===== src/rtl/pfd_pkg.sv =====
package pfd_pkg;

    typedef enum logic {
        CMP_EDGE = 1'b0,
        CMP_XOR  = 1'b1
    } cmp_mode_e;

    typedef struct packed {
        logic up;
        logic dn;
        logic en;
        logic val;
    } drive_t;

    localparam drive_t DRIVE_IDLE = '0;

endpackage


===== src/rtl/pfd_sync_edge.sv =====
module pfd_sync_edge #(
    parameter int STAGES = 2
) (
    input  logic clk_i,
    input  logic rst_i,
    input  logic din_i,
    output logic level_o,
    output logic rise_o
);
    localparam int CW = STAGES + 1;

    typedef struct packed {
        logic [CW-1:0] chain;
    } sync_st_t;

    sync_st_t s_d, s_q;

    always_comb begin
        s_d       = s_q;
        s_d.chain = {s_q.chain[CW-2:0], din_i};
    end

    always_ff @(posedge clk_i) begin
        if (rst_i) s_q <= '0;
        else       s_q <= s_d;
    end

    assign level_o = s_q.chain[CW-1];
    assign rise_o  = s_q.chain[CW-2] & ~s_q.chain[CW-1];

    // an edge pulse lasts exactly one cycle
    a_r11_single_rise: assert property (@(posedge clk_i) disable iff (rst_i)
        rise_o |=> !rise_o);

endmodule


===== src/rtl/pfd_edge_core.sv =====
module pfd_edge_core #(
    parameter int BL_W = 4
) (
    input  logic            clk_i,
    input  logic            rst_i,
    input  logic            clr_i,
    input  logic            ref_rise_i,
    input  logic            fbk_rise_i,
    input  logic [BL_W-1:0] hold_i,
    output logic            up_o,
    output logic            dn_o
);
    typedef struct packed {
        logic            up;
        logic            dn;
        logic [BL_W-1:0] cnt;
    } core_st_t;

    core_st_t s_d, s_q;

    always_comb begin
        s_d = s_q;
        if (clr_i) begin
            s_d = '0;
        end else if (s_q.up && s_q.dn) begin
            if (s_q.cnt >= hold_i) begin
                s_d.up  = ref_rise_i;
                s_d.dn  = fbk_rise_i;
                s_d.cnt = '0;
            end else begin
                s_d.cnt = s_q.cnt + 1'b1;
            end
        end else begin
            s_d.up  = s_q.up | ref_rise_i;
            s_d.dn  = s_q.dn | fbk_rise_i;
            s_d.cnt = '0;
        end
    end

    always_ff @(posedge clk_i) begin
        if (rst_i) s_q <= '0;
        else       s_q <= s_d;
    end

    assign up_o = s_q.up;
    assign dn_o = s_q.dn;

    // edges set their own flag
    a_r2_ref_sets_up: assert property (@(posedge clk_i) disable iff (rst_i)
        (ref_rise_i && !clr_i) |=> up_o);
    a_r2_fbk_sets_dn: assert property (@(posedge clk_i) disable iff (rst_i)
        (fbk_rise_i && !clr_i) |=> dn_o);
    // overlap holds until the count reaches the setting
    a_r5_overlap_holds: assert property (@(posedge clk_i) disable iff (rst_i)
        (s_q.up && s_q.dn && (s_q.cnt < hold_i) && !clr_i) |=> (up_o && dn_o));
    // a lone flag is kept until the other one arrives
    a_r8_lone_dn_kept: assert property (@(posedge clk_i) disable iff (rst_i)
        (dn_o && !up_o && !clr_i) |=> dn_o);
    // clear empties both flags
    a_r10_clear_flags: assert property (@(posedge clk_i) disable iff (rst_i)
        clr_i |=> (!up_o && !dn_o));

endmodule


===== src/rtl/pfd_drive_enc.sv =====
module pfd_drive_enc
    import pfd_pkg::*;
(
    input  logic      clk_i,
    input  logic      rst_i,
    input  cmp_mode_e mode_i,
    input  logic      inhibit_i,
    input  logic      up_i,
    input  logic      dn_i,
    input  logic      ref_lvl_i,
    input  logic      fbk_lvl_i,
    output logic      up_o,
    output logic      dn_o,
    output logic      en_o,
    output logic      val_o
);
    drive_t d_d, d_q;
    logic   x_lvl;

    assign x_lvl = ref_lvl_i ^ fbk_lvl_i;

    always_comb begin
        d_d = DRIVE_IDLE;
        if (!inhibit_i) begin
            case (mode_i)
                CMP_XOR: begin
                    d_d.up  = x_lvl;
                    d_d.dn  = ~x_lvl;
                    d_d.en  = 1'b1;
                    d_d.val = x_lvl;
                end
                default: begin
                    d_d.up  = up_i;
                    d_d.dn  = dn_i;
                    d_d.en  = up_i ^ dn_i;
                    d_d.val = up_i & ~dn_i;
                end
            endcase
        end
    end

    always_ff @(posedge clk_i) begin
        if (rst_i) d_q <= DRIVE_IDLE;
        else       d_q <= d_d;
    end

    assign up_o  = d_q.up;
    assign dn_o  = d_q.dn;
    assign en_o  = d_q.en;
    assign val_o = d_q.val;

    // inhibit gives idle outputs
    a_r10_inhibit_idle: assert property (@(posedge clk_i) disable iff (rst_i)
        inhibit_i |=> (!en_o && !up_o && !dn_o));
    // XOR mode always drives
    a_r9_xor_drives: assert property (@(posedge clk_i) disable iff (rst_i)
        (mode_i == CMP_XOR && !inhibit_i) |=> en_o);
    // overlap is the high-impedance state
    a_r4_overlap_idle: assert property (@(posedge clk_i) disable iff (rst_i)
        (mode_i == CMP_EDGE && !inhibit_i && up_i && dn_i) |=> (!en_o && up_o && dn_o));
    // an active drive level follows the up output
    a_r2_drive_level: assert property (@(posedge clk_i) disable iff (rst_i)
        en_o |-> (val_o == up_o));

endmodule


===== src/rtl/phase_freq_detector.sv =====
module phase_freq_detector
    import pfd_pkg::*;
#(
    parameter int SYNC_STAGES = 2,
    parameter int BL_W        = 4
) (
    input  logic            clk,
    input  logic            rst,
    input  logic            ref_in,
    input  logic            fbk_in,
    input  logic            xor_mode,
    input  logic            inhibit,
    input  logic [BL_W-1:0] backlash,
    output logic            up,
    output logic            down,
    output logic            drive_en,
    output logic            drive_val
);
    localparam int NCH = 2;

    logic [NCH-1:0] raw_in;
    logic [NCH-1:0] lvl;
    logic [NCH-1:0] rise;
    logic           flag_up, flag_dn, core_clr;
    cmp_mode_e      mode;

    assign raw_in = {fbk_in, ref_in};
    assign mode   = cmp_mode_e'(xor_mode);
    assign core_clr = inhibit | (mode == CMP_XOR);

    for (genvar ch = 0; ch < NCH; ch++) begin : g_in
        pfd_sync_edge #(.STAGES(SYNC_STAGES)) u_sync (
            .clk_i   (clk),
            .rst_i   (rst),
            .din_i   (raw_in[ch]),
            .level_o (lvl[ch]),
            .rise_o  (rise[ch])
        );
    end

    pfd_edge_core #(.BL_W(BL_W)) u_core (
        .clk_i      (clk),
        .rst_i      (rst),
        .clr_i      (core_clr),
        .ref_rise_i (rise[0]),
        .fbk_rise_i (rise[1]),
        .hold_i     (backlash),
        .up_o       (flag_up),
        .dn_o       (flag_dn)
    );

    pfd_drive_enc u_enc (
        .clk_i     (clk),
        .rst_i     (rst),
        .mode_i    (mode),
        .inhibit_i (inhibit),
        .up_i      (flag_up),
        .dn_i      (flag_dn),
        .ref_lvl_i (lvl[0]),
        .fbk_lvl_i (lvl[1]),
        .up_o      (up),
        .dn_o      (down),
        .en_o      (drive_en),
        .val_o     (drive_val)
    );

endmodule


===== config.mk =====
export PLATFORM = sky130hd
export DESIGN_NAME = phase_freq_detector
export DESIGN_NICKNAME = d
export VERILOG_FILES = /design/src/rtl/pfd_pkg.sv /design/src/rtl/pfd_sync_edge.sv /design/src/rtl/pfd_edge_core.sv /design/src/rtl/pfd_drive_enc.sv /design/src/rtl/phase_freq_detector.sv
export SDC_FILE = /design/constraint.sdc
export NUM_CORES = 1
export LEC_CHECK = 0
export ABC_AREA = 1
export BUFFER_PORTS_ARGS = -buffer_cell sky130_fd_sc_hd__buf_2
export CAP_MARGIN = 20
export CORE_UTILIZATION = 47
export DETAILED_ROUTE_END_ITERATION = 8
export GPL_TIMING_DRIVEN = 0
export PLACE_DENSITY = 0.72
export SYNTH_ARGS = -nofsm -noshare
export SYNTH_HDL_FRONTEND = slang
export SYNTH_HIERARCHICAL = 1
export SYNTH_SLANG_ARGS = --single-unit

===== constraint.sdc =====
create_clock -name clk -period 2.86 [get_ports clk]
set_input_delay 0.572 -clock clk [delete_from_list [all_inputs] [get_ports clk]]
set_output_delay 0.572 -clock clk [all_outputs]
set_load 0.05 [all_outputs]

; Word level (Yosys, flattened, before mapping)
; Index checks and enable logic that the tools add are counted.
[totals]
elab_cells = 33
reg_bits = 16
output_inout_bits = 4
inputBits = 10
[classes]
addsub = 1
n_reduce_logical = 4
muxes = 4
order_cmp = 1
eq_ne = 1
bitwise_logic = 13
[op_table]
columns = cell, n
row1 = 4-bit 2-to-1 mux, 2
row2 = 6-bit 2-to-1 mux, 1
row3 = 1-bit inverter, 5
row4 = "4-bit by 1-bit adder with 4-bit output, second input constant", 1
row5 = 4-bit greater-or-equal comparator, 1
row6 = 2-bit OR reduction, 2
row7 = 4-bit OR reduction, 1
row8 = 1-bit bitwise AND, 3
row9 = 1-bit OR, 3
row10 = 2-bit 2-to-1 mux, 1
row11 = "2-bit inequality test, second input constant", 1
row12 = 1-bit XOR, 2
row13 = 1-bit logical AND, 1

; Logic depth before layout (Yosys ltp)
; Gate-level depths: netlist (run 1).
[depth]
depth_word = 4
depth_mapped = 9
mapped_depth_nobuf = 9

; Hierarchy
; The synthesis (run 1) kept the hierarchy.
[by_module_without_submodules]
columns = module, cells_per_inst, instances, area_per_inst_um2, seq_area_each_um2
row1 = pfd_edge_core, 45, 1, 335.3, 120.1
row2 = pfd_sync_edge, 10, 2, 86.3, 60.1
row3 = pfd_drive_enc, 22, 1, 168.9, 80.1
row4 = phase_freq_detector, 3, 1, 11.3, 0.0

; Least setup slack after synthesis (run 1)
; Ideal clock, no wire load.
[synth_timing]
path_type = input port to flip-flop
from = input backlash[3]
to = register u_core/s_q[0] (netlist name)
setup_ns = 0.064
path_buffers = 0
cell_stages = 7
arrival_time_ns = 1.254
setup_slack_ns = 1.542
path_cell_list = inv_1 -> ha_1 -> nand2_1 -> nand2_1 -> nor2_2 -> nand2_2 -> nor2_1
[synth_via]
elab_chain_cells = 2
[synth_rtl]
columns = item, line_no
row1 = "start, declared", phase_freq_detector.sv:13  ; input logic [BL_W-1:0] backlash,
row2 = 4-bit greater-or-equal comparator, pfd_edge_core.sv:26  ; if (s_q.cnt >= hold_i) begin
row3 = 4-bit OR reduction (no source line), --
row4 = "end signal, assigned", pfd_edge_core.sv:41  ; if (rst_i) s_q <= '0;
row5 = "end signal, assigned", pfd_edge_core.sv:42  ; else s_q <= s_d;
row6 = "end, declared", pfd_edge_core.sv:19  ; core_st_t s_d, s_q;
; No other way between the ends.
; A chain may end at the register's enable or synchronous reset.

; Final worst setup path (run 1)
[layout_timing]
from = register u_enc.d_q, in the netlist u_enc/val_o
to = output drive_val
[layout_rtl]
columns = item, line_no
row1 = "start, declared", pfd_drive_enc.sv:17  ; drive_t d_d, d_q;
row2 = "start signal, assigned", pfd_drive_enc.sv:43  ; if (rst_i) d_q <= DRIVE_IDLE;
row3 = "start signal, assigned", pfd_drive_enc.sv:44  ; else d_q <= d_d;
row4 = "end, declared", phase_freq_detector.sv:17  ; output logic drive_val
; No word-level cell between the ends.

==> results of run 1 <==
## power groups by stage
stage / combinational [uW] / clock [uW] / sequential [uW]
global placement: 30.8 / 0 / 235
detailed placement: 31.8 / 0 / 235
floorplan: 14.3 / 0 / 240
global route: 37.2 / 156 / 230
finish: 31.5 / 144 / 230
CTS: 32.0 / 150 / 230
## synth_stat cells
cell type                  number
sky130_fd_sc_hd__nand3_2        1
sky130_fd_sc_hd__ha_1           6
sky130_fd_sc_hd__a21oi_1        3
sky130_fd_sc_hd__xnor2_1        1
sky130_fd_sc_hd__nor2_2         2
sky130_fd_sc_hd__nand2_1       14
sky130_fd_sc_hd__nand3_1        1
sky130_fd_sc_hd__nand2_2        2
sky130_fd_sc_hd__xor2_1         1
sky130_fd_sc_hd__o21ai_0        2
sky130_fd_sc_hd__inv_1         23
sky130_fd_sc_hd__dfxtp_1       16
sky130_fd_sc_hd__nand3b_1       1
sky130_fd_sc_hd__nor2_1        17
## worst paths after layout
kind	from	end	slack, ps	cells past startpoint
setup / recovery	u_enc/val_o	drive_val	1450	1
setup reg to reg	u_core/s_q[0]	u_core/up_o	1650	9
hold / removal	g_in[1].u_sync/s_q[0]	g_in[1].u_sync/s_q[1]	410	2
hold reg to reg	g_in[1].u_sync/s_q[0]	g_in[1].u_sync/s_q[1]	410	2
## metrics by stage
stage	total power (uW)	hold slack [ps]	util, %	area [sq um]
after floorplan	255	388	-	688
after global placement	266	390	57.9	772
after detailed placement	267	398	57.9	772
after CTS	412	412	60.6	808
after global routing	424	421	60.6	808
final	405	405	60.6	808
## layout make-up
cell class / count / area (sq um) / share of cell area (%)
flip-flops and latches: 16 / 320 / 39.6
clock buffers: 4 / 36.3 / 4.49
multi-input cells: 51 / 282 / 34.8
inverters: 23 / 86.3 / 10.7
repair buffers: 13 / 65.1 / 8.05
well taps: 15 / 18.8 / 2.32
## state kept, by name (all words and copies together), names as in the netlist
signal	flops
u_enc/dn_o	1
g_in.u_sync/s_q	6
u_enc/val_o	1
u_core/dn_o	1
u_core/s_q	4
u_core/up_o	1
u_enc/en_o	1
u_enc/up_o	1
## kinds of logic (layout without fill, tap and decap cells)
kind of cell / Yosys count / in the layout / share of synthesized area (%)
simple gates: 38 / 38 / 23.8
compound gates: 5 / 5 / 3.64
xor+xnor: 2 / 2 / 2.55
buf+inv: 23 / 40 / 12.5
flops: 16 / 16 / 46.5
fa+ha+maj: 6 / 6 / 10.9
## routing by layer
layer,share of wire (%),global-route usage [%]
met1,51,17.5
met2,45,26.6
met3,2.3,3.33
met4,1.3,10.0
met5,0,0
## placed cells by master, fill, tap and decap left out
cell / Yosys / layout
sky130_fd_sc_hd__a21oi_1: 3 / 3
sky130_fd_sc_hd__buf_2: 0 / 13
sky130_fd_sc_hd__clkbuf_4: 0 / 3
sky130_fd_sc_hd__clkbuf_8: 0 / 1
sky130_fd_sc_hd__dfxtp_1: 16 / 16
sky130_fd_sc_hd__ha_1: 6 / 6
sky130_fd_sc_hd__inv_1: 23 / 23
sky130_fd_sc_hd__nand2_1: 14 / 14
sky130_fd_sc_hd__nand2_2: 2 / 2
sky130_fd_sc_hd__nand3_1: 1 / 1
sky130_fd_sc_hd__nand3_2: 1 / 1
sky130_fd_sc_hd__nand3b_1: 1 / 1
sky130_fd_sc_hd__nor2_1: 17 / 17
sky130_fd_sc_hd__nor2_2: 2 / 2
sky130_fd_sc_hd__o21ai_0: 2 / 2
sky130_fd_sc_hd__xnor2_1: 1 / 1
sky130_fd_sc_hd__xor2_1: 1 / 1
==> Flow_metrics.wiki, run 1 <==
{| class="wikitable"
! Metric !! Value
|-
| Switching power share of the total || between 20 and 25%
|-
| Part of the total power dissipated in combinational logic || approximately 7.8%
|-
| Relative area change from synthesis to final layout || 17.5%
|-
| Clock share of power || between 30% and 40%
|-
| Clk_skew || 5.85 ps
|-
| Worst stage delay on the critical path || ~310 ps
|-
| CP Data Arrival Time || ~840 ps
|-
| Max-cap violation count || 0
|-
| Average vias per placed instance || between 4 and 5
|-
| Number of hold violations in the final report || 0
|-
| Setup violations, final || 0
|-
| Cells after synthesis || 90
|-
| Insertion delay to the later sink of the worst-skew pair || 280 ps
|-
| Classification of the worst setup path || reg2out
|-
| Family of cells with the greatest summed delay on the critical path || flip-flops
|-
| Worst min-delay path category || reg2reg
|-
| Count of cells resized by post-cts repair || 0
|-
| Count of vias placed by the detailed router || 528
|-
| Maximum clock rate || between 700 and 800 MHz
|-
| Max rail drop VDD || ~0.31 mV
|-
| Setup repair after global routing missed its margin || false
|-
| Cell Count, Final, Fillers Out || ~120
|-
| Area enclosed by the die boundary || 1620 sq um
|-
| Setup Buffers After CTS || 0
|-
| Count of input and output buffers || 13
|-
| Average wire length per cell after detail routing || between 7 and 8 um
|-
| Synth warnings || 6
|-
| Net switching power figure || about 88 uW
|-
| Cells along the critical path || buf_2
|-
| Critical path endpoint category || output port
|-
| Proportion of netlist area held by the largest area contributor || between 40 and 50%
|-
| Synthesized flop and latch total || 16
|-
| Worst-Margin Slew || between 200 and 250 ps
|-
| Drc violations || 0
|-
| GP Congestion || 0.657
|-
| Pin count of the biggest net entering global routing || 10
|-
| Post-route antenna net violation count || 0
|-
| Maximum fanout count along the critical path || 1
|-
| Antenna violations before repair || 0
|-
| Critical Path Slowest Stage Cell || sky130_fd_sc_hd__dfxtp_1
|-
| Quantity of hold-fixing buffers added after cts || 0
|-
| Required time at the endpoint of the critical path || approximately 2300 ps
|-
| Part of the total power dissipated in sequential elements || between 50% and 60%
|-
| Initial core utilization || between 50 and 60%
|-
| Ranking of synthesized cells by area || sky130_fd_sc_hd__dfxtp_1, sky130_fd_sc_hd__inv_1, sky130_fd_sc_hd__ha_1
|-
| Root Driver || sky130_fd_sc_hd__clkbuf_4
|-
| Net count of the mapped netlist || about 110
|-
| Sequential area share after synthesis || 46.5%
|-
| Number of inserted diodes || 0
|-
| Period minus WS final || 1410 ps
|-
| Final Cycle Share || 49.3%
|-
| Clock tree from TritonCTS || done
|-
| Row cnt || 13
|-
| Fillers || 131
|-
| Pleak || roughly 0.00042 uW
|-
| Pre-CTS setup slack || between 1000 and 1500 ps
|-
| Vias in the first global route || 449
|-
| Cell internal pwr || 317 uW
|-
| Mean cell area of the mapped netlist || between 7 and 8 sq um
|-
| Number of buffers created by CTS || 3
|-
| Setup slack after layout || between 1000 and 1500 ps
|-
| Number of sinks on the clock net || 16
|-
| Placed insts || 118
|-
| Total global routing overflow || 0
|-
| Std-Cell Core Area || ~1300 sq um
|-
| Worst Path Buf+Inv || 1
|-
| Pwr Density || about 500 nW/um^2
|-
| H-tree depth || 1
|-
| Initial drt markers || 2
|-
| Fraction of layout cells with a size suffix above 1 || 20.6%
|-
| Y dimension of the die || 40.3 um
|-
| Ports || 14
|-
| Global-route total usage across every layer || between 15 and 20%
|-
| Half-perimeter wire length after placement || slightly below 800 um
|-
| Dominant cell type by area after synthesis || sky130_fd_sc_hd__dfxtp_1
|-
| First-pass iteration count of the detailed router || 2
|-
| Netlist area before placement || 688 sq um
|-
| Number of buffers on the longest clock path || 2
|-
| Startpoint class of the critical path || flop
|-
| Sum Neg Setup Slack || 0 ps
|-
| Max-Slew Margin vs Limit || 83.5%
|-
| Register clock-pin slew on the reported worst setup and hold paths || 90 ps
|-
| Die W || between 40 and 50 um
|-
| Status || finished, final reports clean
|-
| Final slew viol count || 0
|-
| Routed WL || around 950 um
|-
| Count of distinct cell types in the synthesized netlist || 14
|-
| Final-stage net count || roughly 120
|-
| Wire length of the first global-routing pass || roughly 1.6 mm
|}
Note: power is estimated with default switching activity, not from simulation.
==> run 2, diff against run 1 <==
--- a/config.mk
+++ b/config.mk
@@ -5,7 +5,7 @@
 export SDC_FILE = /design/constraint.sdc
 export NUM_CORES = 1
 export LEC_CHECK = 0
-export ABC_AREA = 1
+export ABC_AREA = 0
 export BUFFER_PORTS_ARGS = -buffer_cell sky130_fd_sc_hd__buf_2
 export CAP_MARGIN = 20
 export CORE_UTILIZATION = 47
==> constraint.sdc (replaced) <==
create_clock -name clk -period 1.45 [get_ports clk]
set_input_delay 0.29 -clock clk [delete_from_list [all_inputs] [get_ports clk]]
set_output_delay 0.29 -clock clk [all_outputs]
set_load 0.05 [all_outputs]
==> run 2 against run 1 <==
The run now ends with negative setup slack left; first-iteration DRC count unchanged; routed wire length rose by 12%; utilization grew 3.9 points; highest routed layer unchanged.
==> Flow_metrics.wiki, run 2 <==
{| class="wikitable"
! Metric !! Value
|-
| Pwr Density || 953 nW/um^2 (+90%)
|-
| Relative area change from synthesis to final layout || 24.2%
|-
| Classification of the worst setup path || reg2reg
|-
| First-pass iteration count of the detailed router || 4 (+2)
|-
| Count of distinct cell types in the synthesized netlist || 23 (+9)
|-
| Register-to-Register Setup Slack || -120 ps (-1770 ps)
|-
| Startpoint class of the critical path || flop
|-
| Insertion delay to the later sink of the worst-skew pair || 280 ps (about the same)
|-
| Setup repair after global routing missed its margin || true
|-
| Antenna violations before repair || 0 (unchanged)
|-
| Sequential area share after synthesis || 46.2% (-0.34 points)
|-
| Cells after synthesis || 65 (-28%)
|-
| Number of buffers on the longest clock path || 2 (unchanged)
|-
| Start point of the critical path || u_core/s_q[3]
|-
| Count of vias placed by the detailed router || 509 (-3.6%)
|-
| Max-Slew Margin vs Limit || 71.9% (-12 points)
|-
| Post-route antenna net violation count || 0 (unchanged)
|-
| Total global routing overflow || 0 (unchanged)
|-
| Worst R2R Start || u_core/s_q[3]
|-
| Global-route total usage across every layer || 15.8% (+0.14 points)
|-
| EDFF count, synth || 0 (unchanged)
|-
| Part of the total power dissipated in sequential elements || 55.4% (-1.2 points)
|-
| H-tree depth || 1 (unchanged)
|-
| Required time at the endpoint of the critical path || 1660 ps (-630 ps)
|-
| Mean cell area of the mapped netlist || 10.7 sq um (+39%)
|-
| Synthesized flop and latch total || 16 (unchanged)
|-
| Ranking of synthesized cells by area || sky130_fd_sc_hd__dfxtp_1, sky130_fd_sc_hd__ha_1, sky130_fd_sc_hd__nor2b_1
|-
| Async set-reset flop share out of synthesis || 0% (unchanged)
|-
| Maximum fanout count along the critical path || 6 (+5)
|-
| Critical Path Slowest Stage Cell || sky130_fd_sc_hd__or4_1
|-
| Max rail drop VDD || 0.731 mV (+130%)
|-
| Commonest non-fill, non-tap cell in the layout || sky130_fd_sc_hd__dfxtp_1
|-
| Std-Cell Core Area || 1330 sq um (unchanged)
|-
| Root Driver || sky130_fd_sc_hd__clkbuf_4
|-
| Pleak || 0.000360 uW (-15%)
|-
| Clk_skew || 9.56 ps (+3.71 ps)
|-
| Dominant cell type by area after synthesis || sky130_fd_sc_hd__dfxtp_1
|-
| Number of hold violations in the final report || 0 (unchanged)
|-
| Cells along the critical path || ha_4 -> a211o_1 -> or4_1 -> buf_6 -> nor3_2
|-
| Largest reg by FF count || g_in.u_sync/s_q
|-
| Critical path endpoint category || flop
|-
| Period minus WS final || 1570 ps
|-
| Routed WL || 1.06 mm (+12%)
|-
| Initial drt markers || 2 (unchanged)
|-
| Die W || 40.4 um (+0.35%)
|-
| Worst min-delay path category || in2reg
|-
| Proportion of netlist area held by the largest area contributor || 46.2% (-0.34 points)
|-
| Final slew viol count || 0 (unchanged)
|-
| Number of buffers created by CTS || 3 (unchanged)
|-
| Number of flip-flops in the largest register || 6 (unchanged)
|-
| Worst setup path endpoint || u_core/s_q[2]
|-
| Ports || 14 (unchanged)
|-
| Netlist area before placement || 693 sq um (+0.73%)
|-
| Register clock-pin slew on the reported worst setup and hold paths || 100 ps (about the same)
|-
| Cells on worst reg2reg path || 5 (-4)
|-
| Total placed instance area || 797 sq um (+3.2%)
|-
| Worst stage delay on the critical path || 410 ps (+100 ps)
|-
| Commonest cells after routing, fill and taps aside || sky130_fd_sc_hd__dfxtp_1, sky130_fd_sc_hd__buf_2, sky130_fd_sc_hd__nor2b_1, sky130_fd_sc_hd__inv_1, sky130_fd_sc_hd__ha_1
|-
| Clock share of power || 35.1% (-0.5 points)
|-
| Wire length of the first global-routing pass || 1.62 mm (-1.3%)
|-
| Average vias per placed instance || 5.14 (+19%)
|-
| Cell internal pwr || 633 uW (+100%)
|-
| Cell Count, Final, Fillers Out || 99 (-19%)
|-
| Violations in the final reports || negative setup slack
|-
| Setup violations, final || 6 (+6)
|-
| GP Congestion || 0.707 (+7.7%)
|-
| Number of sinks on the clock net || 16 (unchanged)
|-
| Placed insts || 93 (-21%)
|-
| Top Registers || g_in.u_sync/s_q (6), u_core/s_q (4)
|-
| Final Cycle Share || 108%
|-
| Maximum clock rate || about 640 MHz
|-
| Final hold slack || 222 ps (-183 ps)
|-
| Part of the total power dissipated in combinational logic || 9.5% (+1.7 points)
|-
| Net switching power figure || 187 uW (+110%)
|-
| CP Data Arrival Time || 1770 ps (+930 ps)
|-
| Initial core utilization || 52.0% (+0.38 points)
|-
| Area enclosed by the die boundary || 1630 sq um (+0.70%)
|-
| Commonest register cell after synthesis || sky130_fd_sc_hd__dfxtp_1
|-
| Layout Cell Area excl Fill || 861 sq um (+6.5%)
|-
| Status || complete, but fails checks
|-
| Max-cap violation count || 0 (unchanged)
|-
| Ranking of synthesized cells by instance count || sky130_fd_sc_hd__dfxtp_1, sky130_fd_sc_hd__inv_1, sky130_fd_sc_hd__ha_1, sky130_fd_sc_hd__nor2b_1, sky130_fd_sc_hd__nor2_1
|-
| Number of inserted diodes || 0 (unchanged)
|-
| Pin count of the biggest net entering global routing || 14 (+4)
|-
| Final-stage net count || 101 (-19%)
|-
| Net count of the mapped netlist || 81 (-24%)
|-
| Fraction of layout cells with a size suffix above 1 || 41.7% (+21 points)
|-
| Row cnt || 13 (unchanged)
|-
| Sum Neg Setup Slack || -614 ps (-614 ps)
|-
| Cell with the most instances after synthesis || sky130_fd_sc_hd__dfxtp_1
|-
| Count of input and output buffers || 13 (unchanged)
|-
| Vias in the first global route || 392 (-13%)
|-
| Clock tree from TritonCTS || done
|-
| Setup slack after layout || -118 ps (-1570 ps)
|-
| Worst reg2reg endpoint || u_core/s_q[2]
|-
| Worst-Margin Slew || 421 ps (+172 ps)
|-
| Drc violations || 0 (unchanged)
|-
| Synth warnings || 6 (unchanged)
|-
| Switching power share of the total || 22.8% (+1.0 points)
|-
| Average wire length per cell after detail routing || 10.7 um (+38%)
|-
| Y dimension of the die || 40.4 um (+0.35%)
|}
[run 2: power groups by stage]
stage	logic [uW]	registers, uW	clock network, uW
CTS	77.7	455	299
global route	86.1	456	320
floorplan	30.9	479	0
finish	78.2	454	288
global placement	75.2	465	0
detailed placement	76.2	465	0
[run 2: worst min path at each step]
stage,from,end,slack [ps],cells after the start
after CTS,fbk_in,g_in[1].u_sync/s_q[0],210,2
after global routing,ref_in,g_in[0].u_sync/s_q[0],200,2
after global placement,g_in[1].u_sync/s_q[0],g_in[1].u_sync/s_q[1],420,1
after detailed placement,g_in[0].u_sync/s_q[0],g_in[0].u_sync/s_q[1],430,1
final,fbk_in,g_in[1].u_sync/s_q[0],220,2
after floorplan,rst,u_enc/up_o,360,1
[run 2: per-layer routing]
metal | up-vias | part of all wire, % | track usage (%)
met3 | 2 | 4.9 | 8.33
met4 | 0 | 0.94 | 2.50
met1 | 230 | 48 | 18.4
met5 | - | 0 | 0
li1 | 265 | - | -
met2 | 12 | 46 | 25.8
[run 2: area by class of cell]
| type | instances | area [sq um] |
|---|---|---|
| Inverter | 8 | 31.3 |
| Multi-Input combinational cell | 40 | 360 |
| Fill cell | 114 | 473 |
| Tap cell | 15 | 18.8 |
| Clock buffer | 4 | 36.3 |
| Buffer | 1 | 11.3 |
| Timing Repair Buffer | 15 | 80.1 |
| Sequential cell | 16 | 323 |
[run 2: per-stage QoR]
stage	utilization (%)	total power [uW]	worst slack, ps
floorplan	-	510	-84.5
global placement	59.8	540	-299
detailed placement	59.8	541	-312
CTS	64.0	831	-114
global route	64.5	862	-172
finish	64.5	821	-118
[run 2: kinds of logic after synthesis]
kind of cell / after synthesis / share of synthesized area, %
and+or+nand+nor: 20 / 20.2
buffers and inverters: 9 / 5.23
xor gates and xnor gates: 3 / 3.79
AOI/OAI and AO/OA: 11 / 13.7
adders and majority gates: 6 / 10.8
DFF: 16 / 46.2
[run 2: worst max-delay path, delay by kind of cell, from the launching register on]
family / cells / cell delay [ps]
flip-flops: 1 / 360
buffers and inverters: 1 / 160
AO/OA/AOI/OAI: 1 / 240
AND/OR/NAND/NOR: 2 / 540
adder cells (fa/ha/maj): 1 / 200
[run 2: repair_timing]
| action | CTS | global route |
|---|---|---|
| setup buffers | 2 | 0 |
| cloned | 0 | 0 |
| pin swaps | 0 | 1 |
| hold buffers | 0 | 0 |
| endpoints found under the setup margin | 6 | 6 |
| resized for setup | 2 | 1 |
